$ cat src/rtl/spi3_pkg.sv
package spi3_pkg;
  localparam int ADDR_W = 13;

  typedef enum logic [1:0] {ST_IDLE, ST_INSTR, ST_DATA, ST_DONE} frame_st_e;

  typedef struct packed {
    logic              rd;
    logic [1:0]        len;
    logic [ADDR_W-1:0] addr;
  } instr_t;

  localparam logic [1:0] LEN_STREAM = 2'b11;
endpackage

$ cat src/rtl/spi3_sync.sv
module spi3_sync #(
  parameter int STAGES = 2
) (
  input  logic clk_i,
  input  logic rst_ni,
  input  logic sclk_i,
  input  logic csb_i,
  input  logic sdio_i,
  output logic sclk_rise_o,
  output logic sclk_fall_o,
  output logic cs_sel_o,
  output logic cs_rise_o,
  output logic sdio_o
);
  logic [STAGES-1:0] sclk_q, csb_q, sdio_q;
  logic sclk_d, csb_d;

  always_ff @(posedge clk_i or negedge rst_ni) begin
    if (!rst_ni) begin
      sclk_q <= '0;
      csb_q  <= '1;
      sdio_q <= '0;
      sclk_d <= 1'b0;
      csb_d  <= 1'b1;
    end else begin
      sclk_q <= {sclk_q[STAGES-2:0], sclk_i};
      csb_q  <= {csb_q[STAGES-2:0], csb_i};
      sdio_q <= {sdio_q[STAGES-2:0], sdio_i};
      sclk_d <= sclk_q[STAGES-1];
      csb_d  <= csb_q[STAGES-1];
    end
  end

  assign sclk_rise_o = sclk_q[STAGES-1] & ~sclk_d;
  assign sclk_fall_o = ~sclk_q[STAGES-1] & sclk_d;
  assign cs_sel_o    = ~csb_q[STAGES-1];
  assign cs_rise_o   = csb_q[STAGES-1] & ~csb_d;
  assign sdio_o      = sdio_q[STAGES-1];
endmodule

$ cat src/rtl/spi3_frame.sv
module spi3_frame
  import spi3_pkg::*;
(
  input  logic              clk_i,
  input  logic              rst_ni,
  input  logic              sclk_rise_i,
  input  logic              sclk_fall_i,
  input  logic              cs_sel_i,
  input  logic              cs_rise_i,
  input  logic              sdio_i,
  input  logic              cfg_lsb_i,
  input  logic [7:0]        rd_data_i,
  output logic              wr_en_o,
  output logic [ADDR_W-1:0] addr_o,
  output logic [7:0]        wr_data_o,
  output logic              sdo_o,
  output logic              oe_o
);
  frame_st_e         state_q;
  logic [3:0]        cnt_q;
  logic [15:0]       sh_q, sh_nx;
  logic              lsb_q, rd_q, sdo_q, oe_q, ord;
  logic [1:0]        len_q, byte_q;
  logic [ADDR_W-1:0] addr_q, addr_nx;
  logic [2:0]        bit_idx;
  logic              last_byte, byte_end;
  instr_t            ins;

  // order is taken from the register only on the first bit of a frame
  assign ord       = (state_q == ST_IDLE) ? cfg_lsb_i : lsb_q;
  assign sh_nx     = ord ? {sdio_i, sh_q[15:1]} : {sh_q[14:0], sdio_i};
  assign ins       = instr_t'(sh_nx);
  assign addr_nx   = lsb_q ? addr_q + 1'b1 : addr_q - 1'b1;
  assign bit_idx   = lsb_q ? cnt_q[2:0] : 3'd7 - cnt_q[2:0];
  assign last_byte = (len_q != LEN_STREAM) && (byte_q == len_q);
  assign byte_end  = (cnt_q[2:0] == 3'd7);

  assign wr_en_o   = sclk_rise_i && cs_sel_i && !cs_rise_i && (state_q == ST_DATA)
                     && !rd_q && byte_end;
  assign wr_data_o = lsb_q ? sh_nx[15:8] : sh_nx[7:0];
  assign addr_o    = addr_q;
  assign sdo_o     = sdo_q;
  assign oe_o      = oe_q;

  always_ff @(posedge clk_i or negedge rst_ni) begin
    if (!rst_ni) begin
      state_q <= ST_IDLE;
      cnt_q   <= '0;
      sh_q    <= '0;
      lsb_q   <= 1'b0;
      rd_q    <= 1'b0;
      len_q   <= '0;
      byte_q  <= '0;
      addr_q  <= '0;
      sdo_q   <= 1'b0;
      oe_q    <= 1'b0;
    end else begin
      if (state_q == ST_IDLE) oe_q <= 1'b0;
      if (cs_rise_i) begin
        unique case (state_q)
          ST_DONE:  state_q <= ST_IDLE;
          ST_INSTR: if (cnt_q[2:0] != 3'd0) state_q <= ST_IDLE;
          ST_DATA:  if (len_q == LEN_STREAM || cnt_q[2:0] != 3'd0) state_q <= ST_IDLE;
          default:  ;
        endcase
      end else if (sclk_rise_i && cs_sel_i) begin
        unique case (state_q)
          ST_IDLE: begin
            lsb_q   <= cfg_lsb_i;
            sh_q    <= sh_nx;
            cnt_q   <= 4'd1;
            state_q <= ST_INSTR;
          end
          ST_INSTR: begin
            sh_q <= sh_nx;
            if (cnt_q == 4'd15) begin
              rd_q    <= ins.rd;
              len_q   <= ins.len;
              addr_q  <= ins.addr;
              byte_q  <= '0;
              cnt_q   <= '0;
              state_q <= ST_DATA;
            end else begin
              cnt_q <= cnt_q + 4'd1;
            end
          end
          ST_DATA: begin
            sh_q  <= sh_nx;
            cnt_q <= {1'b0, cnt_q[2:0] + 3'd1};
            if (byte_end) begin
              addr_q <= addr_nx;
              byte_q <= byte_q + 2'd1;
              if (last_byte) state_q <= ST_DONE;
            end
          end
          default: ;
        endcase
      end
      if (sclk_fall_i && cs_sel_i) begin
        if (state_q == ST_DATA && rd_q) begin
          sdo_q <= rd_data_i[bit_idx];
          oe_q  <= 1'b1;
        end else begin
          oe_q  <= 1'b0;
        end
      end
    end
  end
endmodule

$ cat src/rtl/spi3_regfile.sv
module spi3_regfile #(
  parameter int          ADDR_W    = 13,
  parameter int          NUM_USER  = 4,
  parameter int          USER_BASE = 16,
  parameter int          CFG_ADDR  = 0,
  parameter int          ID_ADDR   = 1,
  parameter logic [7:0]  CHIP_ID   = 8'h5A
) (
  input  logic                  clk_i,
  input  logic                  rst_ni,
  input  logic                  wr_en_i,
  input  logic [ADDR_W-1:0]     addr_i,
  input  logic [7:0]            wr_data_i,
  output logic [7:0]            rd_data_o,
  output logic                  lsb_first_o,
  output logic [NUM_USER*8-1:0] user_o
);
  localparam logic [ADDR_W-1:0] CFG_A = ADDR_W'(CFG_ADDR);
  localparam logic [ADDR_W-1:0] ID_A  = ADDR_W'(ID_ADDR);

  logic [7:0] user_q [NUM_USER];
  logic       lsb_q;

  always_ff @(posedge clk_i or negedge rst_ni) begin
    if (!rst_ni)                             lsb_q <= 1'b0;
    else if (wr_en_i && addr_i == CFG_A)     lsb_q <= wr_data_i[0];
  end

  for (genvar g = 0; g < NUM_USER; g++) begin : g_user
    localparam logic [ADDR_W-1:0] UA = ADDR_W'(USER_BASE + g);
    always_ff @(posedge clk_i or negedge rst_ni) begin
      if (!rst_ni)                         user_q[g] <= '0;
      else if (wr_en_i && addr_i == UA)    user_q[g] <= wr_data_i;
    end
    assign user_o[g*8 +: 8] = user_q[g];
  end

  always_comb begin
    rd_data_o = '0;
    if (addr_i == CFG_A) rd_data_o = {7'b0, lsb_q};
    if (addr_i == ID_A)  rd_data_o = CHIP_ID;
    for (int i = 0; i < NUM_USER; i++)
      if (addr_i == ADDR_W'(USER_BASE + i)) rd_data_o = user_q[i];
  end

  assign lsb_first_o = lsb_q;
endmodule

$ cat src/rtl/spi3_reg_slave.sv
module spi3_reg_slave
  import spi3_pkg::*;
#(
  parameter int         SYNC_STAGES = 2,
  parameter int         NUM_USER    = 4,
  parameter int         USER_BASE   = 16,
  parameter logic [7:0] CHIP_ID     = 8'h5A
) (
  input  logic                  clk_i,
  input  logic                  rst_ni,
  input  logic                  sclk_i,
  input  logic                  csb_i,
  input  logic                  sdio_i,
  output logic                  sdio_o,
  output logic                  sdio_oe_o,
  output logic [NUM_USER*8-1:0] cfg_o
);
  logic              sclk_rise, sclk_fall, cs_sel, cs_rise, sdio_s;
  logic              wr_en, lsb_first, oe_q;
  logic [ADDR_W-1:0] rw_addr;
  logic [7:0]        wr_data, rd_data;

  spi3_sync #(.STAGES(SYNC_STAGES)) u_sync (
    .clk_i, .rst_ni, .sclk_i, .csb_i, .sdio_i,
    .sclk_rise_o(sclk_rise), .sclk_fall_o(sclk_fall),
    .cs_sel_o(cs_sel), .cs_rise_o(cs_rise), .sdio_o(sdio_s)
  );

  spi3_frame u_frame (
    .clk_i, .rst_ni,
    .sclk_rise_i(sclk_rise), .sclk_fall_i(sclk_fall),
    .cs_sel_i(cs_sel), .cs_rise_i(cs_rise), .sdio_i(sdio_s),
    .cfg_lsb_i(lsb_first), .rd_data_i(rd_data),
    .wr_en_o(wr_en), .addr_o(rw_addr), .wr_data_o(wr_data),
    .sdo_o(sdio_o), .oe_o(oe_q)
  );

  spi3_regfile #(
    .ADDR_W(ADDR_W), .NUM_USER(NUM_USER), .USER_BASE(USER_BASE), .CHIP_ID(CHIP_ID)
  ) u_regs (
    .clk_i, .rst_ni,
    .wr_en_i(wr_en), .addr_i(rw_addr), .wr_data_i(wr_data),
    .rd_data_o(rd_data), .lsb_first_o(lsb_first), .user_o(cfg_o)
  );

  // pad driver follows the raw select so it releases without sync delay
  assign sdio_oe_o = oe_q & ~csb_i;
endmodule

$ cat config.mk
export PLATFORM = sky130hd
export DESIGN_NAME = spi3_reg_slave
export DESIGN_NICKNAME = d
export VERILOG_FILES = /design/src/rtl/spi3_pkg.sv /design/src/rtl/spi3_sync.sv /design/src/rtl/spi3_frame.sv /design/src/rtl/spi3_regfile.sv /design/src/rtl/spi3_reg_slave.sv
export SDC_FILE = /design/constraint.sdc
export NUM_CORES = 1
export LEC_CHECK = 0
export CELL_PAD_IN_SITES_DETAIL_PLACEMENT = 1
export CELL_PAD_IN_SITES_GLOBAL_PLACEMENT = 2
export CORE_UTILIZATION = 37
export CTS_CLUSTER_SIZE = 40
export DETAILED_ROUTE_END_ITERATION = 7
export DONT_BUFFER_PORTS = 1
export PLACE_DENSITY_LB_ADDON = 0.1
export SYNTH_ARGS = -nofsm -noshare
export SYNTH_HDL_FRONTEND = slang
export SYNTH_SLANG_ARGS = --single-unit
$ cat constraint.sdc
create_clock -name clk_i -period 2.4 [get_ports clk_i]
set_clock_uncertainty 0.15 [all_clocks]
set_input_delay 0.24 -clock clk_i [delete_from_list [all_inputs] [get_ports clk_i]]
set_output_delay 0.24 -clock clk_i [all_outputs]
set_load 0.05 [all_outputs]
==> impl.org, run 1 <==
** Logic synthesis
- The synthesized netlist occupies a cell area of 0.00487 mm2.
- Yosys attributes the largest share of cell area to sky130_fd_sc_hd__dfrtp_1 42%, sky130_fd_sc_hd__mux2_2 7.9%, sky130_fd_sc_hd__nand2_1 4.8%.
- For this run, the leading register cell type out of synthesis is sky130_fd_sc_hd__dfrtp_1.
- Yosys printed 0 warnings.
- Number of nets produced by synthesis :: 510
- In the post-synthesis netlist, the cell with the most instances is sky130_fd_sc_hd__dfrtp_1.
- In this run, synthesis inferred 0 flip-flops with an integrated enable.
- List of most frequent post-synthesis cells :: 81 x sky130_fd_sc_hd__dfrtp_1, 62 x sky130_fd_sc_hd__nand2_1, 38 x sky130_fd_sc_hd__o21ai_0, 34 x sky130_fd_sc_hd__mux2_2, 31 x sky130_fd_sc_hd__a21oi_1
- Synthesis produced a netlist whose cell count is 491.
- Count of cell types in the netlist :: 71
- Yosys top cell by area :: sky130_fd_sc_hd__dfrtp_1
- Counting flops and latches in the post-synthesis netlist gives 84.
- Dividing the synthesized area by the synthesized cell count gives 9.93 um2.
- Of the synthesized area, sequential elements account for 0.432.
- Ys async rst share :: 1.00
- Area share of the largest cell type after synthesis :: 0.416

** Place
- Number of placed cells counting well taps :: 704
- Post-detailed-placement half-perimeter wirelength :: 10,700 um
- Weighted congestion at the end of routability-driven global placement :: 0.836
- Number of I/O port buffers :: 0

** Critical path
- The worst register-to-register path has a depth of 8.
- Largest driver fanout on the critical path :: 11
- The worst setup path is captured at a flip-flop.
- Number of buffer and inverter stages on the critical path :: 1
- Walking the worst path, the cells encountered are inv_1 -> ha_1 -> and4bb_2 -> a22oi_1 -> a211o_1 -> a31oi_1 -> a21oi_1 -> o32ai_1.
- On the worst path, the slowest cell contributes a delay of 0.41 ns.
- Stages on the worst setup path :: 8
- In this run the register-to-register setup slack is 0.08 ns.
- In this run the critical register-to-register path is launched from u_frame.addr_o[1]$_DFFE_PN0P_.
- Among all stages on the critical path, the largest delay is contributed by sky130_fd_sc_hd__dfrtp_1.
- STA puts the critical path data arrival time at 2.42 ns.
- STA classifies the critical path startpoint as a flip-flop.
- The critical path in this run is classified as flip-flop to flip-flop.
- Worst r2r dst :: u_frame.sdo_o$_DFFE_PN0P_
- Data required time at the worst endpoint :: 2.50 ns
- CP delay by family, top :: compound AO/OA/AOI/OAI gates

** Detailed routing
- Routed wire length per instance :: 19.9 um
- Using the TritonRoute via totals, the vias-per-cell ratio works out to 5.44.
- Violation count after the first detailed-routing iteration :: 144
- Drt first pass iters :: 4
- In the routed design, unresolved DRC markers number 0.
- Antenna-violating nets left :: 0
- For this block, the via count after detailed routing is 3,956.
- Post-Route WL :: 14,400 um

** Clock network
- The number of clock buffers added by TritonCTS is 9.
- Clock tree from TritonCTS :: done
- The clock passes through at most 2 buffers.
- The cell sitting at the root of the clock tree is a sky130_fd_sc_hd__clkbuf_16.
- Clock-pin slew was measured on the worst setup and hold paths at 0.07 ns.
- Maximum level of the CTS H-tree :: 3
- Number of sinks handled by clock tree synthesis :: 84
- Clock latency on the worst-skew pair, taken at its later pin, is 0.35 ns.

** Final layout
- Final Net Count :: 569
- The number of antenna diodes in the final layout is 0.
- Post-layout util :: 0.464
- For this run, the number of standard cells in the final layout without fillers is 727.
- The area growth from synthesis to layout is 21.2%.
- Fill cell total of the finished layout :: 1,482
- In the final layout, the share of cells above drive strength 1 is 0.306.

** GRT
- Pin count of the biggest net entering global routing :: 85
- Via count of the first global-routing pass :: 4,334
- Summed over all layers, the global routing overflow is 0.
- Global-route wire length before repair :: 23,500 um
- For this run, the total global-route usage over all layers was measured as 0.235.
- The number of antenna violations at the first check in global routing came to 0.

** Timing
- Shortest period the worst path allows :: 2.32 ns
- The final number of max-transition violations came to 0.
- Setup repair after global routing missed its margin :: yes
- Least-Margin Pin Slew :: 0.547 ns
- Of the available clock period, the critical path in the final layout requires 0.966.
- Worst slew margin relative to its limit :: 0.625
- Number of hold violations in the final report :: 0
- Upper clock frequency limit :: 431 MHz
- Total setup violations reported at the end of the flow :: 0

** Pwr
- Worst ir drop on vdd :: 376 uV
- Cell Int Power :: 0.00330 W
- Total power density per cell area :: 928 mW/mm2
- The share of total power dissipated in sequential elements is 0.333.
- Of the total power, the share spent switching nets is 0.398.
- Static leakage :: 2.70 nW
- Combinational cell fraction of total power :: 0.418
- The analysis attributes to net switching a power of 0.00218 W.
- Of the total power, the clock network draws 0.249.

** Run status
- The flow ran to the end, and the final reports show no timing, DRC or antenna violations.

** Floorplanning
- Die H :: 117 um
- Die Footprint :: 0.0136 mm2
- From left edge to right edge, the die measures 117 um.
- Total core area :: 0.0127 mm2
- Row generation in the floorplan step produced 41 rows.
- For this design the top-level I/O count stands at 39.
- The initial utilization of the core area, before any placement, comes to 0.383.

** Min path
- For hold timing, the worst endpoint is u_sync.sclk_q[1]$_DFF_PN0_.
- The worst hold path was traced through 0 stages.
- The tightest min-delay check is of the flip-flop to flip-flop type.
- Hold Startpoint :: u_sync.sclk_q[0]$_DFF_PN0_

** Flow run
- Total of max-cap violations :: 0
## through the flow
step	TNS [ns]	instance area (um2)	hold WS, ns	setup slack (ns)	power [W]
final	0	5900	0.201	0.0805	0.00548
after global routing	-0.101	5900	0.207	-0.101	0.00585
after CTS	0	5830	0.204	0.00879	0.00549
after detailed placement	-0.205	5470	-0.201	-0.0755	0.00405
after global placement	0	5470	-0.201	0.000905	0.00398
after floorplan	0	4870	-0.206	0.0958	0.00320
## worst max path at each step
stage                     slack, ns                             to                           start
final                          0.08      u_frame.sdo_o$_DFFE_PN0P_   u_frame.addr_o[1]$_DFFE_PN0P_
after global routing          -0.10      u_frame.sdo_o$_DFFE_PN0P_   u_frame.addr_o[0]$_DFFE_PN0P_
after CTS                     0.009  u_regs.user_o[29]$_DFFE_PN0P_  u_frame.state_q[1]$_DFFE_PN0P_
after detailed placement      -0.08   u_regs.user_o[2]$_DFFE_PN0P_  u_frame.state_q[1]$_DFFE_PN0P_
after global placement       0.0009   u_regs.user_o[2]$_DFFE_PN0P_  u_frame.state_q[1]$_DFFE_PN0P_
after floorplan                 0.1  u_regs.user_o[10]$_DFFE_PN0P_  u_frame.state_q[0]$_DFFE_PN0P_
## sequential cells by signal, indices dropped and copies added, names as in the netlist, 2 cells and up
name	count
u_frame.state_q	2
u_regs.user_o	32
u_frame.sh_q	16
u_frame.byte_q	2
u_sync.sclk_q	2
u_frame.cnt_q	4
u_sync.csb_q	2
u_frame.addr_o	13
u_sync.sdio_q	2
u_frame.len_q	2
## what timing repair did
item,4_1_cts,5_1_grt
setup endpoints to repair,9,41
setup buffers,0,1
gates resized for setup,2,14
endpoints found under the hold margin,87,0
hold buffers,5,0
cloned,0,1
## logic make-up (layout without fill, tap and decap cells)
family,count (synthesis),count (layout),synth area share
XOR/XNOR,4,4,0.00719
AO/OA/AOI/OAI,116,116,0.149
flip-flops,84,84,0.432
adder cells (fa/ha/maj),14,14,0.0359
multiplexers,54,54,0.122
buffers and inverters,48,112,0.0493
AND/OR/NAND/NOR,171,171,0.204
## power by group through the flow
stage / registers [W] / logic (W) / clock network, W
after floorplan: 0.00181 / 0.00140 / 0
after global placement: 0.00184 / 0.00214 / 0
after detailed placement: 0.00185 / 0.00220 / 0
after CTS: 0.00182 / 0.00226 / 0.00141
after global routing: 0.00185 / 0.00253 / 0.00147
final: 0.00182 / 0.00229 / 0.00136
## per-layer routing
metal,vias to the layer above,track usage,part of all wire
met5,-,0,0
met4,0,0.0751,0.016
met3,11,0.0623,0.032
met2,47,0.388,0.48
met1,2004,0.301,0.47
li1,1894,-,-
## cells in the final DEF (no fill, tap or decap), types with 3 or more instances in the layout
cell / synthesis / routed
sky130_fd_sc_hd__dfrtp_1: 81 / 81
sky130_fd_sc_hd__buf_4: 4 / 72
sky130_fd_sc_hd__nand2_1: 62 / 62
sky130_fd_sc_hd__o21ai_0: 38 / 38
sky130_fd_sc_hd__mux2_2: 34 / 34
sky130_fd_sc_hd__a21oi_1: 31 / 26
sky130_fd_sc_hd__nand3_1: 21 / 21
sky130_fd_sc_hd__mux2i_1: 18 / 17
sky130_fd_sc_hd__nor2_1: 18 / 16
sky130_fd_sc_hd__inv_1: 16 / 14
sky130_fd_sc_hd__ha_1: 14 / 12
sky130_fd_sc_hd__o22ai_1: 11 / 11
sky130_fd_sc_hd__nor3_1: 11 / 11
sky130_fd_sc_hd__clkbuf_16: 0 / 10
sky130_fd_sc_hd__nand2b_1: 7 / 7
sky130_fd_sc_hd__a21oi_2: 1 / 6
sky130_fd_sc_hd__a31oi_1: 6 / 6
sky130_fd_sc_hd__nand3b_1: 5 / 5
sky130_fd_sc_hd__nor3b_1: 4 / 4
sky130_fd_sc_hd__nand4_1: 4 / 4
sky130_fd_sc_hd__o2bb2ai_1: 4 / 4
sky130_fd_sc_hd__dlygate4sd3_1: 0 / 4
sky130_fd_sc_hd__o211ai_1: 3 / 3
sky130_fd_sc_hd__a221oi_1: 3 / 3
sky130_fd_sc_hd__or3_1: 3 / 3
sky130_fd_sc_hd__xnor2_1: 3 / 3
sky130_fd_sc_hd__a211oi_1: 3 / 3
sky130_fd_sc_hd__clkinvlp_4: 0 / 3
sky130_fd_sc_hd__dfstp_2: 3 / 3
## layout make-up
cell class	instances	area, um2	share of cell area
multi-input combinational	359	2580	0.437
sequential	84	2110	0.357
timing repair buffer	79	653	0.111
clock buffer	10	239	0.0405
tap	172	215	0.0364
inverter	17	63.8	0.0108
clock inverter	6	48.8	0.00826
(Power assumes the default switching activity.)
==> run 2: changes to the inputs <==
--- a/config.mk
+++ b/config.mk
@@ -7,11 +7,13 @@
 export LEC_CHECK = 0
 export CELL_PAD_IN_SITES_DETAIL_PLACEMENT = 1
 export CELL_PAD_IN_SITES_GLOBAL_PLACEMENT = 2
-export CORE_UTILIZATION = 37
+export CORE_UTILIZATION = 39
+export CTS_BUF_LIST = sky130_fd_sc_hd__clkbuf_4
 export CTS_CLUSTER_SIZE = 40
 export DETAILED_ROUTE_END_ITERATION = 7
 export DONT_BUFFER_PORTS = 1
-export PLACE_DENSITY_LB_ADDON = 0.1
+export GPL_TIMING_DRIVEN = 0
+export PLACE_DENSITY = 0.81
 export SYNTH_ARGS = -nofsm -noshare
 export SYNTH_HDL_FRONTEND = slang
 export SYNTH_SLANG_ARGS = --single-unit
==> impl.org, run 2 (synthesis results as in run 1) <==
** Final layout
- Combined flip-flop and latch cell area :: 0.00211 mm2 (about the same)
- Fraction of final layout cells with drive strength greater than 1 :: 0.271 (was 0.306)
- Number of standard cells in the layout, taps in and fillers out :: 682 (was 727)
- Area used by multi-input combinational logic :: 0.00268 mm2 (was 0.00258 mm2)
- Commonest cells after routing, fill and taps aside: 78 x sky130_fd_sc_hd__dfrtp_1, 62 x sky130_fd_sc_hd__nand2_1, 38 x sky130_fd_sc_hd__o21ai_0, 30 x sky130_fd_sc_hd__mux2_2, 25 x sky130_fd_sc_hd__a21oi_1 (was 81 x sky130_fd_sc_hd__dfrtp_1, 72 x sky130_fd_sc_hd__buf_4, 62 x sky130_fd_sc_hd__nand2_1, 38 x sky130_fd_sc_hd__o21ai_0, 34 x sky130_fd_sc_hd__mux2_2).
- The area added between synthesis and finish was 13.5% (was 21.2%).
- The post-layout net count is 527 (was 569).
- The total of fill cells in the finished design came to 1,401 (was 1,482).
- Commonest non-fill, non-tap cell in the layout :: sky130_fd_sc_hd__dfrtp_1 (unchanged)
- Number of flip-flops under the largest register name :: 32 (unchanged)

** Detailed routing
- The routed via count came to 3,880 (was 3,956).
- Routed wire length per instance :: 20.9 um (was 19.9 um)
- Post-Route WL :: 14,200 um (was 14,400 um)
- The iteration-0 DRC count of the detailed router came to 135 (was 144).
- The post-route antenna net violation count is 0 (unchanged).
- DRC violations left :: 0 (unchanged)
- Drt first pass iters :: 4 (unchanged)
- The number of vias per cell was 5.69 (was 5.44).

** Critical path
- Worst r2r dst :: u_regs.user_o[8]$_DFFE_PN0P_ (was u_frame.sdo_o$_DFFE_PN0P_)
- Worst stage delay on the critical path :: 0.43 ns (was 0.41 ns)
- Worst Setup Path Type :: flip-flop to flip-flop (unchanged)
- Crit path launch type :: flip-flop (unchanged)
- Largest driver fanout on the critical path :: 7 (was 11)
- Ordered cell list for the critical path: inv_1 -> ha_4 -> mux2i_4 -> buf_6 -> mux2_2 -> nor2_1 -> a21oi_2 -> mux2_4 (was inv_1 -> ha_1 -> and4bb_2 -> a22oi_1 -> a211o_1 -> a31oi_1 -> a21oi_1 -> o32ai_1).
- Number of buffer and inverter stages on the critical path :: 2 (was 1)
- Library cell contributing the largest single delay on the critical path :: sky130_fd_sc_hd__dfrtp_2 (was sky130_fd_sc_hd__dfrtp_1)
- Cells on worst reg2reg path :: 8 (unchanged)
- The worst reg-to-reg setup slack was 0.03 ns (was 0.08 ns).
- Launching element of the worst setup path :: u_frame.state_q[0]$_DFFE_PN0P_ (was u_frame.addr_o[1]$_DFFE_PN0P_)
- The largest delay contributor family on the critical path is multiplexers (was compound AO/OA/AOI/OAI gates).
- Startpoint of the lowest-slack register-to-register path :: u_frame.state_q[0]$_DFFE_PN0P_ (was u_frame.addr_o[1]$_DFFE_PN0P_)
- Data required time at the worst endpoint :: 2.61 ns (was 2.50 ns)
- The data arrival time at the worst-slack endpoint was 2.58 ns (was 2.42 ns).
- Nature of the critical path endpoint :: flip-flop (unchanged)

** Timing
- The actual slew at the worst max-slew pin is 0.928 ns (was 0.547 ns).
- Shortest period the worst path allows :: 2.37 ns (was 2.32 ns)
- Final period utilization :: 0.987 (was 0.966)
- Setup repair after global routing missed its margin: yes (unchanged).
- The post-route setup TNS is 0 ns (unchanged).
- The worst slew slack as a fraction of its limit was 0.380 (was 0.625).
- The final number of max-transition violations is 0 (unchanged).
- Worst hold margin :: 0.142 ns (was 0.201 ns)
- Number of hold violations in the final report :: 0 (unchanged)
- The fmax came to 422 MHz (was 431 MHz).
- The count of endpoints failing setup in the final report came to 0 (unchanged).

** Clock network
- Number of sinks handled by clock tree synthesis :: 84 (unchanged)
- Clock tree buffer depth :: 2 (unchanged)
- The deepest level of the CTS H-tree was 3 (unchanged).
- The clock tree from TritonCTS is done (unchanged).
- Clock latency at the later pin of the worst-skew pair :: 0.49 ns (was 0.35 ns)
- CTS buffer count :: 9 (unchanged)
- Root buf cell :: sky130_fd_sc_hd__clkbuf_4 (was sky130_fd_sc_hd__clkbuf_16)
- The clock-pin slew of the registers on the worst-case setup and hold paths came to 0.14 ns (was 0.07 ns).

** GRT
- The pin count of the biggest net entering global routing came to 85 (unchanged).
- Overflow left after global routing :: 0 (unchanged)
- The number of antenna violations at the first check in global routing is 0 (unchanged).
- The total routing usage reported by global routing was 0.239 (was 0.235).
- Via count of the first global-routing pass :: 4,132 (was 4,334)
- Global-route wire length before repair :: 23,200 um (was 23,500 um)

** Flow run
- The number of violations of the max-capacitance limit is 0 (unchanged).

** Floorplanning
- The overall die height came to 114 um (was 117 um).
- Die Footprint :: 0.0129 mm2 (was 0.0136 mm2)
- The initial core utilization was 0.402 (was 0.383).
- The standard cell core area came to 0.0121 mm2 (was 0.0127 mm2).
- Num ports :: 39 (unchanged)
- Std-Cell Rows :: 40 (was 41)
- Die width :: 114 um (was 117 um)

** Min path
- Worst Hold End :: u_sync.csb_q[0]$_DFF_PN1_ (was u_sync.sclk_q[1]$_DFF_PN0_)
- Kind of path behind the tightest hold check :: input pin to flip-flop (was flip-flop to flip-flop)
- Worst Hold Depth :: 1 (was 0)
- The startpoint of the worst hold path is csb_i (was u_sync.sclk_q[0]$_DFF_PN0_).

** Place
- The quantity of I/O buffers inserted on ports was 0 (unchanged).
- The global placer's final weighted congestion is 0.833 (was 0.836).
- Post-detailed-placement half-perimeter wirelength :: 10,200 um (was 10,700 um)
- The cell total after placement was 659 (was 704).

** Pwr
- Static leakage :: 2.35 nW (was 2.70 nW)
- Worst ir drop on vdd :: 469 uV (was 376 uV)
- Total power density per cell area :: 918 mW/mm2 (was 928 mW/mm2)
- Design Power :: 0.00508 W (was 0.00548 W)

** Run status
- Run status :: complete, no violations (unchanged)
==> run 2: changes by cell type in the layout (fill, tap and decap cells not counted), moves of 4 or more <==
cell,previous run,this run
sky130_fd_sc_hd__buf_4,72,7
sky130_fd_sc_hd__clkbuf_16,10,0
sky130_fd_sc_hd__mux2i_1,17,6
sky130_fd_sc_hd__mux2_2,34,30
sky130_fd_sc_hd__mux2i_2,1,10
sky130_fd_sc_hd__mux2_4,0,4
sky130_fd_sc_hd__clkbuf_1,0,8
sky130_fd_sc_hd__clkbuf_4,0,10
sky130_fd_sc_hd__buf_6,0,7
sky130_fd_sc_hd__buf_2,0,6
==> run 2: area by class of cell <==
class,instances,share of cell area
multi-input combinational,359,0.485
sequential,84,0.381
tap,168,0.0380
buffer,28,0.0326
clock inverter,7,0.0208
timing repair buffer,9,0.0183
clock buffer,9,0.0122
inverter,17,0.0115
antenna,1,0.000452
==> run 2: timing repair <==
action | in CTS | in global routing
gates resized for setup | 31 | 24
pin swaps | 0 | 2
setup endpoints to repair | 53 | 36
hold buffers | 5 | 0
setup buffers | 4 | 0
hold endpoints to repair | 87 | 0
==> run 2: per-layer routing <==
layer / up-vias / routed length [um] / track usage
met5: - / 0 / 0
met4: 0 / 207 / 0.0874
met1: 1998 / 6790 / 0.329
met2: 60 / 6770 / 0.382
met3: 12 / 482 / 0.0356
li1: 1810 / - / -
==> run 2: worst max path at each step <==
stage | end | slack (ns) | depth (start not counted)
final | u_regs.user_o[8]$_DFFE_PN0P_ | 0.03 | 8
after detailed placement | u_regs.user_o[7]$_DFFE_PN0P_ | -0.48 | 7
after CTS | u_regs.user_o[9]$_DFFE_PN0P_ | 0.006 | 7
after global placement | u_regs.user_o[15]$_DFFE_PN0P_ | -0.50 | 7
after floorplan | u_regs.user_o[10]$_DFFE_PN0P_ | 0.1 | 7
after global routing | u_frame.sdo_o$_DFFE_PN0P_ | -0.03 | 9
==> run 2: stage by stage <==
stage / cell area (um2) / worst slack [ns] / util
floorplan: 4870 / 0.0958 / -
global placement: 5080 / -0.501 / 0.420
detailed placement: 5080 / -0.484 / 0.420
CTS: 5460 / 0.00644 / 0.451
global route: 5530 / -0.0300 / 0.456
finish: 5530 / 0.0312 / 0.457
==> run 2: power by group <==
part           internal [W]  switching, W
registers           0.00161      0.000244
logic              0.000824       0.00133
clock network      0.000523      0.000546
total               0.00295       0.00212
